<file path="config.mk">
export PLATFORM = sky130hd
export DESIGN_NAME = pwr_seq_ctrl
export DESIGN_NICKNAME = d
export VERILOG_FILES = /design/src/rtl/pwrseq_pkg.sv /design/src/rtl/pwrseq_sync.sv /design/src/rtl/pwrseq_delay.sv /design/src/rtl/pwrseq_fsm.sv /design/src/rtl/pwrseq_outdec.sv /design/src/rtl/pwr_seq_ctrl.sv
export SDC_FILE = /design/constraint.sdc
export NUM_CORES = 1
export LEC_CHECK = 0
export ABC_AREA = 1
export BUFFER_PORTS_ARGS = -buffer_cell sky130_fd_sc_hd__buf_2
export CORE_AREA = 2 2 43 45
export CTS_BUF_LIST = sky130_fd_sc_hd__clkbuf_8
export DETAILED_ROUTE_END_ITERATION = 16
export DIE_AREA = 0 0 45 47
export PLACE_DENSITY_LB_ADDON = 0.08
export SYNTH_ARGS = -nofsm -noshare
export SYNTH_HDL_FRONTEND = slang
export SYNTH_SLANG_ARGS = --single-unit
</file>
<file path="constraint.sdc">
create_clock -name clk -period 2.75 [get_ports clk]
set_input_delay 0.275 -clock clk [delete_from_list [all_inputs] [get_ports clk]]
set_output_delay 0.275 -clock clk [all_outputs]
set_load 0.01 [all_outputs]
</file>
<file path="src/rtl/pwrseq_pkg.sv">
// Shared state type and synchroniser bit positions for the power sequencer.
// Assumes a three-state machine; encoding is not relied on outside this block.
package pwrseq_pkg;
    typedef enum logic [1:0] {
        PS_SLEEP    = 2'b00,
        PS_ENERGISE = 2'b01,
        PS_ACTIVE   = 2'b10
    } pwr_state_e;

    localparam int SYNC_W   = 3;
    localparam int IDX_SLP  = 0;
    localparam int IDX_WAKE = 1;
    localparam int IDX_GOOD = 2;
endpackage

</file>
<file path="src/rtl/pwrseq_sync.sv">
// Multi-bit bank of flop chains bringing asynchronous levels into clk.
// Assumes each bit is an independent level; no coherency between bits.
module pwrseq_sync #(
    parameter int WIDTH  = 3,
    parameter int STAGES = 2
) (
    input  logic             clk,
    input  logic             rst_n,
    input  logic [WIDTH-1:0] d,
    output logic [WIDTH-1:0] q
);
    logic [STAGES-1:0][WIDTH-1:0] stg;

    // shift every input bit one stage per clock, clearing on reset
    always_ff @(posedge clk) begin
        if (!rst_n) begin
            stg <= '0;
        end else begin
            stg[0] <= d;
            for (int i = 1; i < STAGES; i++) begin
                stg[i] <= stg[i-1];
            end
        end
    end

    assign q = stg[STAGES-1];
endmodule

</file>
<file path="src/rtl/pwrseq_delay.sv">
// Loadable down-counter that times the Energise phase.
// Assumes load has priority over run; the counter stops at zero.
module pwrseq_delay #(
    parameter int DELAY = 16,
    parameter int CW    = 5
) (
    input  logic          clk,
    input  logic          rst_n,
    input  logic          load,
    input  logic          run,
    output logic          zero,
    output logic [CW-1:0] count
);
    localparam logic [CW-1:0] RELOAD = CW'(DELAY);

    // reload outside Energise, count down inside it
    always_ff @(posedge clk) begin
        if (!rst_n) begin
            count <= RELOAD;
        end else if (load) begin
            count <= RELOAD;
        end else if (run && (count != '0)) begin
            count <= count - 1'b1;
        end
    end

    assign zero = (count == '0);
endmodule

</file>
<file path="src/rtl/pwrseq_fsm.sv">
// Three-state power sequencer: Sleep, Energise, Active.
// Assumes synchronised inputs; holds a wake seen on the Active-to-Sleep
// edge for one cycle so that a coincident wake is never dropped.
module pwrseq_fsm
    import pwrseq_pkg::*;
(
    input  logic       clk,
    input  logic       rst_n,
    input  logic       s_sleep,
    input  logic       s_wake,
    input  logic       s_good,
    input  logic       cnt_zero,
    output pwr_state_e state_q,
    output pwr_state_e state_d,
    output logic       wake_held
);
    logic enter_sleep;

    // next-state selection; supply loss outranks a sleep request
    always_comb begin
        state_d     = state_q;
        enter_sleep = 1'b0;
        unique case (state_q)
            PS_ACTIVE: begin
                if (!s_good) begin
                    state_d = PS_ENERGISE;
                end else if (s_sleep) begin
                    state_d     = PS_SLEEP;
                    enter_sleep = 1'b1;
                end
            end
            PS_SLEEP: begin
                if (s_wake || wake_held) begin
                    state_d = PS_ENERGISE;
                end
            end
            PS_ENERGISE: begin
                if (cnt_zero && s_good) begin
                    state_d = PS_ACTIVE;
                end
            end
            default: state_d = PS_ENERGISE;
        endcase
    end

    // state register, reset lands in Energise
    always_ff @(posedge clk) begin
        if (!rst_n) begin
            state_q <= PS_ENERGISE;
        end else begin
            state_q <= state_d;
        end
    end

    // remember a wake that coincides with the move into Sleep
    always_ff @(posedge clk) begin
        if (!rst_n) begin
            wake_held <= 1'b0;
        end else begin
            wake_held <= enter_sleep && s_wake;
        end
    end
endmodule

</file>
<file path="src/rtl/pwrseq_outdec.sv">
// Registered output decode taken from the next state, so the outputs
// change on the same edge as the state without decode glitches.
// Assumes reset state is Energise.
module pwrseq_outdec
    import pwrseq_pkg::*;
(
    input  logic       clk,
    input  logic       rst_n,
    input  pwr_state_e state_d,
    output logic       gate_level,
    output logic       gate_drive_en,
    output logic       delay_run,
    output logic       core_rst_n
);
    // register every output from the state about to be entered
    always_ff @(posedge clk) begin
        if (!rst_n) begin
            gate_level    <= 1'b1;
            gate_drive_en <= 1'b0;
            delay_run     <= 1'b1;
            core_rst_n    <= 1'b0;
        end else begin
            gate_level    <= (state_d != PS_SLEEP);
            gate_drive_en <= (state_d == PS_SLEEP);
            delay_run     <= (state_d == PS_ENERGISE);
            core_rst_n    <= (state_d == PS_ACTIVE);
        end
    end
endmodule

</file>
<file path="src/rtl/pwr_seq_ctrl.sv">
// Top of the sleep/wake power sequencer in the always-on domain.
// Assumes asynchronous input levels last at least two clocks.
module pwr_seq_ctrl
    import pwrseq_pkg::*;
#(
    parameter int DELAY       = 16,
    parameter int SYNC_STAGES = 2
) (
    input  logic clk,
    input  logic rst_n,
    input  logic sleep_in,
    input  logic wake_in,
    input  logic supply_good_in,
    output logic gate_level,
    output logic gate_drive_en,
    output logic delay_run,
    output logic core_rst_n
);
    localparam int CW = (DELAY < 2) ? 1 : $clog2(DELAY + 1);

    logic [SYNC_W-1:0] raw_in;
    logic [SYNC_W-1:0] syn;
    logic              cnt_zero;
    logic [CW-1:0]     cnt;
    logic              wake_held;
    pwr_state_e        state_q;
    pwr_state_e        state_d;

    assign raw_in[IDX_SLP]  = sleep_in;
    assign raw_in[IDX_WAKE] = wake_in;
    assign raw_in[IDX_GOOD] = supply_good_in;

    pwrseq_sync #(.WIDTH(SYNC_W), .STAGES(SYNC_STAGES)) u_sync (
        .clk   (clk),
        .rst_n (rst_n),
        .d     (raw_in),
        .q     (syn)
    );

    pwrseq_delay #(.DELAY(DELAY), .CW(CW)) u_delay (
        .clk   (clk),
        .rst_n (rst_n),
        .load  (state_q != PS_ENERGISE),
        .run   (state_q == PS_ENERGISE),
        .zero  (cnt_zero),
        .count (cnt)
    );

    pwrseq_fsm u_fsm (
        .clk       (clk),
        .rst_n     (rst_n),
        .s_sleep   (syn[IDX_SLP]),
        .s_wake    (syn[IDX_WAKE]),
        .s_good    (syn[IDX_GOOD]),
        .cnt_zero  (cnt_zero),
        .state_q   (state_q),
        .state_d   (state_d),
        .wake_held (wake_held)
    );

    pwrseq_outdec u_out (
        .clk           (clk),
        .rst_n         (rst_n),
        .state_d       (state_d),
        .gate_level    (gate_level),
        .gate_drive_en (gate_drive_en),
        .delay_run     (delay_run),
        .core_rst_n    (core_rst_n)
    );
endmodule

</file>
[Yosys cells after proc, flatten, opt, wreduce, memory -nomap -nowiden]
Index checks and enable logic that the tools add are counted.
W data, S select, Z words.
Storage, ports and cells
  flip-flop bits (word level): 18
  bits of input ports: 5
  output and inout port bits: 4
  word-level logic and storage cells: 34
Cells by class
  add/subtract/negate cells: 1
  equality and inequality tests: 5
  mux-type cells: 8
  bitwise logic cells: 1
  reduce and logical (&&, ||, !) cells: 10
Operator list (number)
  $mux W2: 4
  $pmux W2 S3: 1
  $logic_not A5 Y1: 1
  $reduce_bool A5 Y1: 1
  $sub A5 B1 Y5 const B: 1
  $eq A2 B1 Y1 const B: 2
  $eq A2 B2 Y1 const B: 2
  $logic_not A2 Y1: 2
  $logic_and A1 B1 Y1: 3
  $mux W1: 3
  $ne A2 B1 Y1 const B: 1
  $reduce_bool A2 Y1: 1
  $reduce_or A2 Y1: 1
  $logic_or A1 B1 Y1: 1
  $not A1 Y1: 1

[Logic depth before layout (Yosys ltp)]
  depth after elaboration: 5
  gate-level depth with buffers: 8
  mapped depth without buffers: 8

[Hierarchy]
From an unflattened synthesis, not the netlist that was laid out.
Second synthesis, totals
  cells, all modules: 110
  area total of the unflattened synthesis: 810.8 um^2
By module, submodules not included
  pwrseq_delay: instances 1, cells each 51, area an instance 349.1 um^2, seq. area each 100.1 um^2
  pwrseq_sync: instances 1, cells each 21, area an instance 187.7 um^2, seq. area each 120.1 um^2
  pwrseq_fsm: instances 1, cells each 21, area an instance 141.4 um^2, seq. area each 60.1 um^2
  pwrseq_outdec: instances 1, cells each 13, area an instance 115.1 um^2, seq. area each 80.1 um^2
  pwr_seq_ctrl: instances 1, cells each 4, area an instance 17.5 um^2, seq. area each 0.0 um^2

[Worst setup path after synthesis]
No wires, ideal clock.
  path kind: register -> register
  start point: register u_delay.count[0]
  end point: register u_fsm.state_q[0]
  library setup time: 0.116 ns
  arrival time: 1.009 ns
  required time: 2.634 ns
  slack: 1.625 ns
  cell stages (with the launch flop): 8
  buffers on the path: 0
  period minus slack after synthesis: 1.125 ns
  cells stage by stage: dfxtp_1 > inv_1 > ha_1 > inv_1 > nor2_4 > nand4_2 > nand3_1 > nand2_1
On the way
  cells in the longest elaborated chain, start to end: 4
Ends and longest elaborated chain
  start: declaration: RTL line pwrseq_delay.sv:12  | output logic [CW-1:0] count
  start signal: assignment: RTL line pwrseq_delay.sv:23  | count <= count - 1'b1;
  $logic_not A5 Y1: RTL line pwrseq_delay.sv:27  | assign zero = (count == '0);
  $logic_and A1 B1 Y1: RTL line pwrseq_fsm.sv:38  | if (cnt_zero && s_good) begin
  $mux W2: RTL line pwrseq_fsm.sv:38
  $pmux W2 S3: RTL line pwrseq_fsm.sv:23  | unique case (state_q)
  end signal: assignment: RTL line pwrseq_fsm.sv:51  | state_q <= state_d;
  end: declaration: RTL line pwrseq_fsm.sv:13  | output pwr_state_e state_q,
Every way passes these cells.
A chain may end at the register's enable or synchronous reset.

[Worst setup path in the final report]
  start point: register u_delay.count[0]
  end point: register u_out.delay_run
On the way
  cells in the longest elaborated chain, start to end: 5
Ends and longest elaborated chain
  $logic_not A5 Y1: RTL line pwrseq_delay.sv:27
  $logic_and A1 B1 Y1: RTL line pwrseq_fsm.sv:38
  $mux W2: RTL line pwrseq_fsm.sv:38
  $pmux W2 S3: RTL line pwrseq_fsm.sv:23
  $eq A2 B1 Y1: RTL line pwrseq_outdec.sv:25  | delay_run <= (state_d == PS_ENERGISE);
  end signal: assignment: RTL line pwrseq_outdec.sv:25
  end: declaration: RTL line pwrseq_outdec.sv:12  | output logic delay_run,
Every way passes these cells.

==> metrics.txt <==
vias per cell=between 4 and 5; Critical R2R Launch=u_delay.count[0]; Placed Instances=around 120; Hold WC Path Type=in2reg; CP startpoint kind=register; Pre-Repair DR Iteration Count=4; Avg Cell Area, Syn=around 8 um^2; vias in the first global route=just under 500; wire per inst=approximately 9 um; Detailed Route WL=approximately 1.1 mm; post-synthesis cell count=93; worst skew pair latency=~0.25 ns; worst path arrival time=between 1 and 1.5 ns; RSZ-0062 raised after global routing=no; critical path type=reg2reg; Slew @ Worst Pin=0.214 ns; Die H=47 um; switching portion of total power=0.336; Total GRT Usage=0.135; critical hold path startpoint=supply_good_in; power per cell area=921 nW/um^2; internal cell power=approximately 520 uW; first-pass GRT wire length=slightly below 2 mm; CTS H-tree depth=1; Static Leak=about 0.00044 uW; Layout area overhead=15.1%; Ys Warns=0; Ant. Diodes=0; DR DRC count=0; Hold Violations, Final=0; Crit path required time=a little under 3 ns; largest net degree at the start of global routing=12; FP Rows=15; IO Pins=9; Psw=approximately 260 uW; status=finished, final reports clean; initial antenna violation count=0; Clock Skew=about 0.0016 ns; commonest non-fill, non-tap cell in the layout=nand2_1; IO buf count=8; Netlist Area Pre-Place=739 um^2; Distinct cells, synth=20; die area=roughly 2100 um^2; Root Driver=clkbuf_8; Tmin final=1.24 ns; clock sink count=18; #FFs+latches synth=18; Final ANT Viol Nets=0; crit path launch=u_delay.count[0]; final std cells w/o fill=between 100 and 150; Initial Util=0.448; CTS max path bufs=2; CTS tree=done; detailed-route via count=between 500 and 600; Clk pwr share=0.265; core footprint=about 1700 um^2; endpoint type of the worst setup path=register; Final #Nets=~110; post-synthesis sequential area ratio=0.487; hold_ws=between 0.2 and 0.25 ns; Slew HR=0.857; total grt overflow=0; Num CTS Buffers=3; share of post-route cells with drive strength above 1=0.212; Max Cap Viol=0; sequential share of power=0.434; GP Congestion=0.836; 1st-iter DRT viols=8; post-CTS sizing=0; Setup TNS Final=0 ns; setup bufs post-CTS=0; fmax=808 MHz; Tcrit/Tclk final=0.450; Syn Nets=100; Comb pwr share=0.301; Slew Limit Fails=0; dpl hpwl=about 850 um; top fanout value on the critical path=5; worst vdd ir=between 0.0004 and 0.0005 V; Reg clk slew, reported paths=about 0.060 ns; final setup fails=0; commonest non-fill, non-tap cells in the layout=nand2_1, dfxtp_1, inv_1; die width=roughly 45 um; Hold-fix buffers, CTS=0
[cells by family (layout without fill, tap and decap cells)]
family / Yosys count / after routing / share of synthesized area
simple gates: 48 / 48 / 0.327
buf+inv: 17 / 28 / 0.0880
flops: 18 / 18 / 0.487
fa+ha+maj: 2 / 2 / 0.0338
compound gates: 8 / 8 / 0.0643
[metrics by stage]
step / area (um^2) / worst slack [ns] / utilization / power (uW)
floorplan: 739 / 1.62 / - / 544
global placement: 796 / 1.55 / 0.482 / 585
detailed placement: 796 / 1.51 / 0.482 / 587
CTS: 851 / 1.50 / 0.515 / 797
global route: 851 / 1.38 / 0.515 / 851
finish: 851 / 1.51 / 0.515 / 784
[cell type report]
cell class | instances | area, um^2
Inverter | 16 | 60.1
Tap cell | 17 | 21.3
Sequential cell | 18 | 360
Fill cell | 169 | 801
Clock buffer | 4 | 55.1
Timing Repair Buffer | 8 | 40.0
Multi-Input combinational cell | 58 | 314
[path summary, 6_finish.rpt]
kind,to,slack (ns),cells after the start
worst max register to register,u_out.delay_run,1.51,7
worst max-delay path,u_out.delay_run,1.51,7
worst min register to register,u_sync.q[2],0.41,2
worst min-delay path,u_sync.stg[2],0.20,3
[power groups by stage]
| stage | sequential (uW) | clock (uW) | combinational [uW] |
|---|---|---|---|
| finish | 340 | 207 | 236 |
| global route | 347 | 225 | 278 |
| CTS | 341 | 215 | 241 |
| detailed placement | 346 | 0 | 240 |
| global placement | 347 | 0 | 238 |
| floorplan | 340 | 0 | 205 |
[worst max-delay path, cell delays in order (launching register included)]
cell and delay (ns):
dfxtp_1 0.31, inv_1 0.13, ha_1 0.16, inv_1 0.06
nor2_4 0.14, nand4_2 0.15, nand3_1 0.13, nand2_1 0.06
[routing by layer]
metal / global-route usage / vias up / share of wire
met2: 0.203 / 8 / 0.47
li1: - / 308 / -
met5: 0 / - / 0
met1: 0.165 / 246 / 0.47
met3: 0.0462 / 5 / 0.028
met4: 0.0882 / 0 / 0.033
[flip-flops by register name, indices dropped and copies added (netlist names)]
| signal | count |
|---|---|
| u_out.delay_run | 1 |
| u_delay.count | 5 |
| u_out.gate_drive_en | 1 |
| u_sync.stg | 3 |
| u_out.gate_level | 1 |
| u_sync.q | 3 |
| u_fsm.state_q | 2 |
| u_out.core_rst_n | 1 |
| u_fsm.wake_held | 1 |
[synthesized netlist by cell type]
master | instances | area (um^2)
nand2_1 | 25 | 93.8
dfxtp_1 | 18 | 360
inv_1 | 15 | 56.3
nand3_1 | 8 | 40.0
a21oi_1 | 5 | 25.0
nor2_1 | 5 | 18.8
a21oi_2 | 2 | 17.5
ha_1 | 2 | 25.0
nor2_4 | 2 | 22.5
buf_2 | 1 | 5.00
inv_2 | 1 | 3.75
nand2_2 | 1 | 6.26
nand2_4 | 1 | 11.3
nand3_2 | 1 | 10.0
nand3b_1 | 1 | 7.51
nand4_1 | 1 | 6.26
nand4_2 | 1 | 12.5
nor2_2 | 1 | 6.26
o21ai_0 | 1 | 5.00
or2_1 | 1 | 6.26
(Power assumes the default switching activity.)
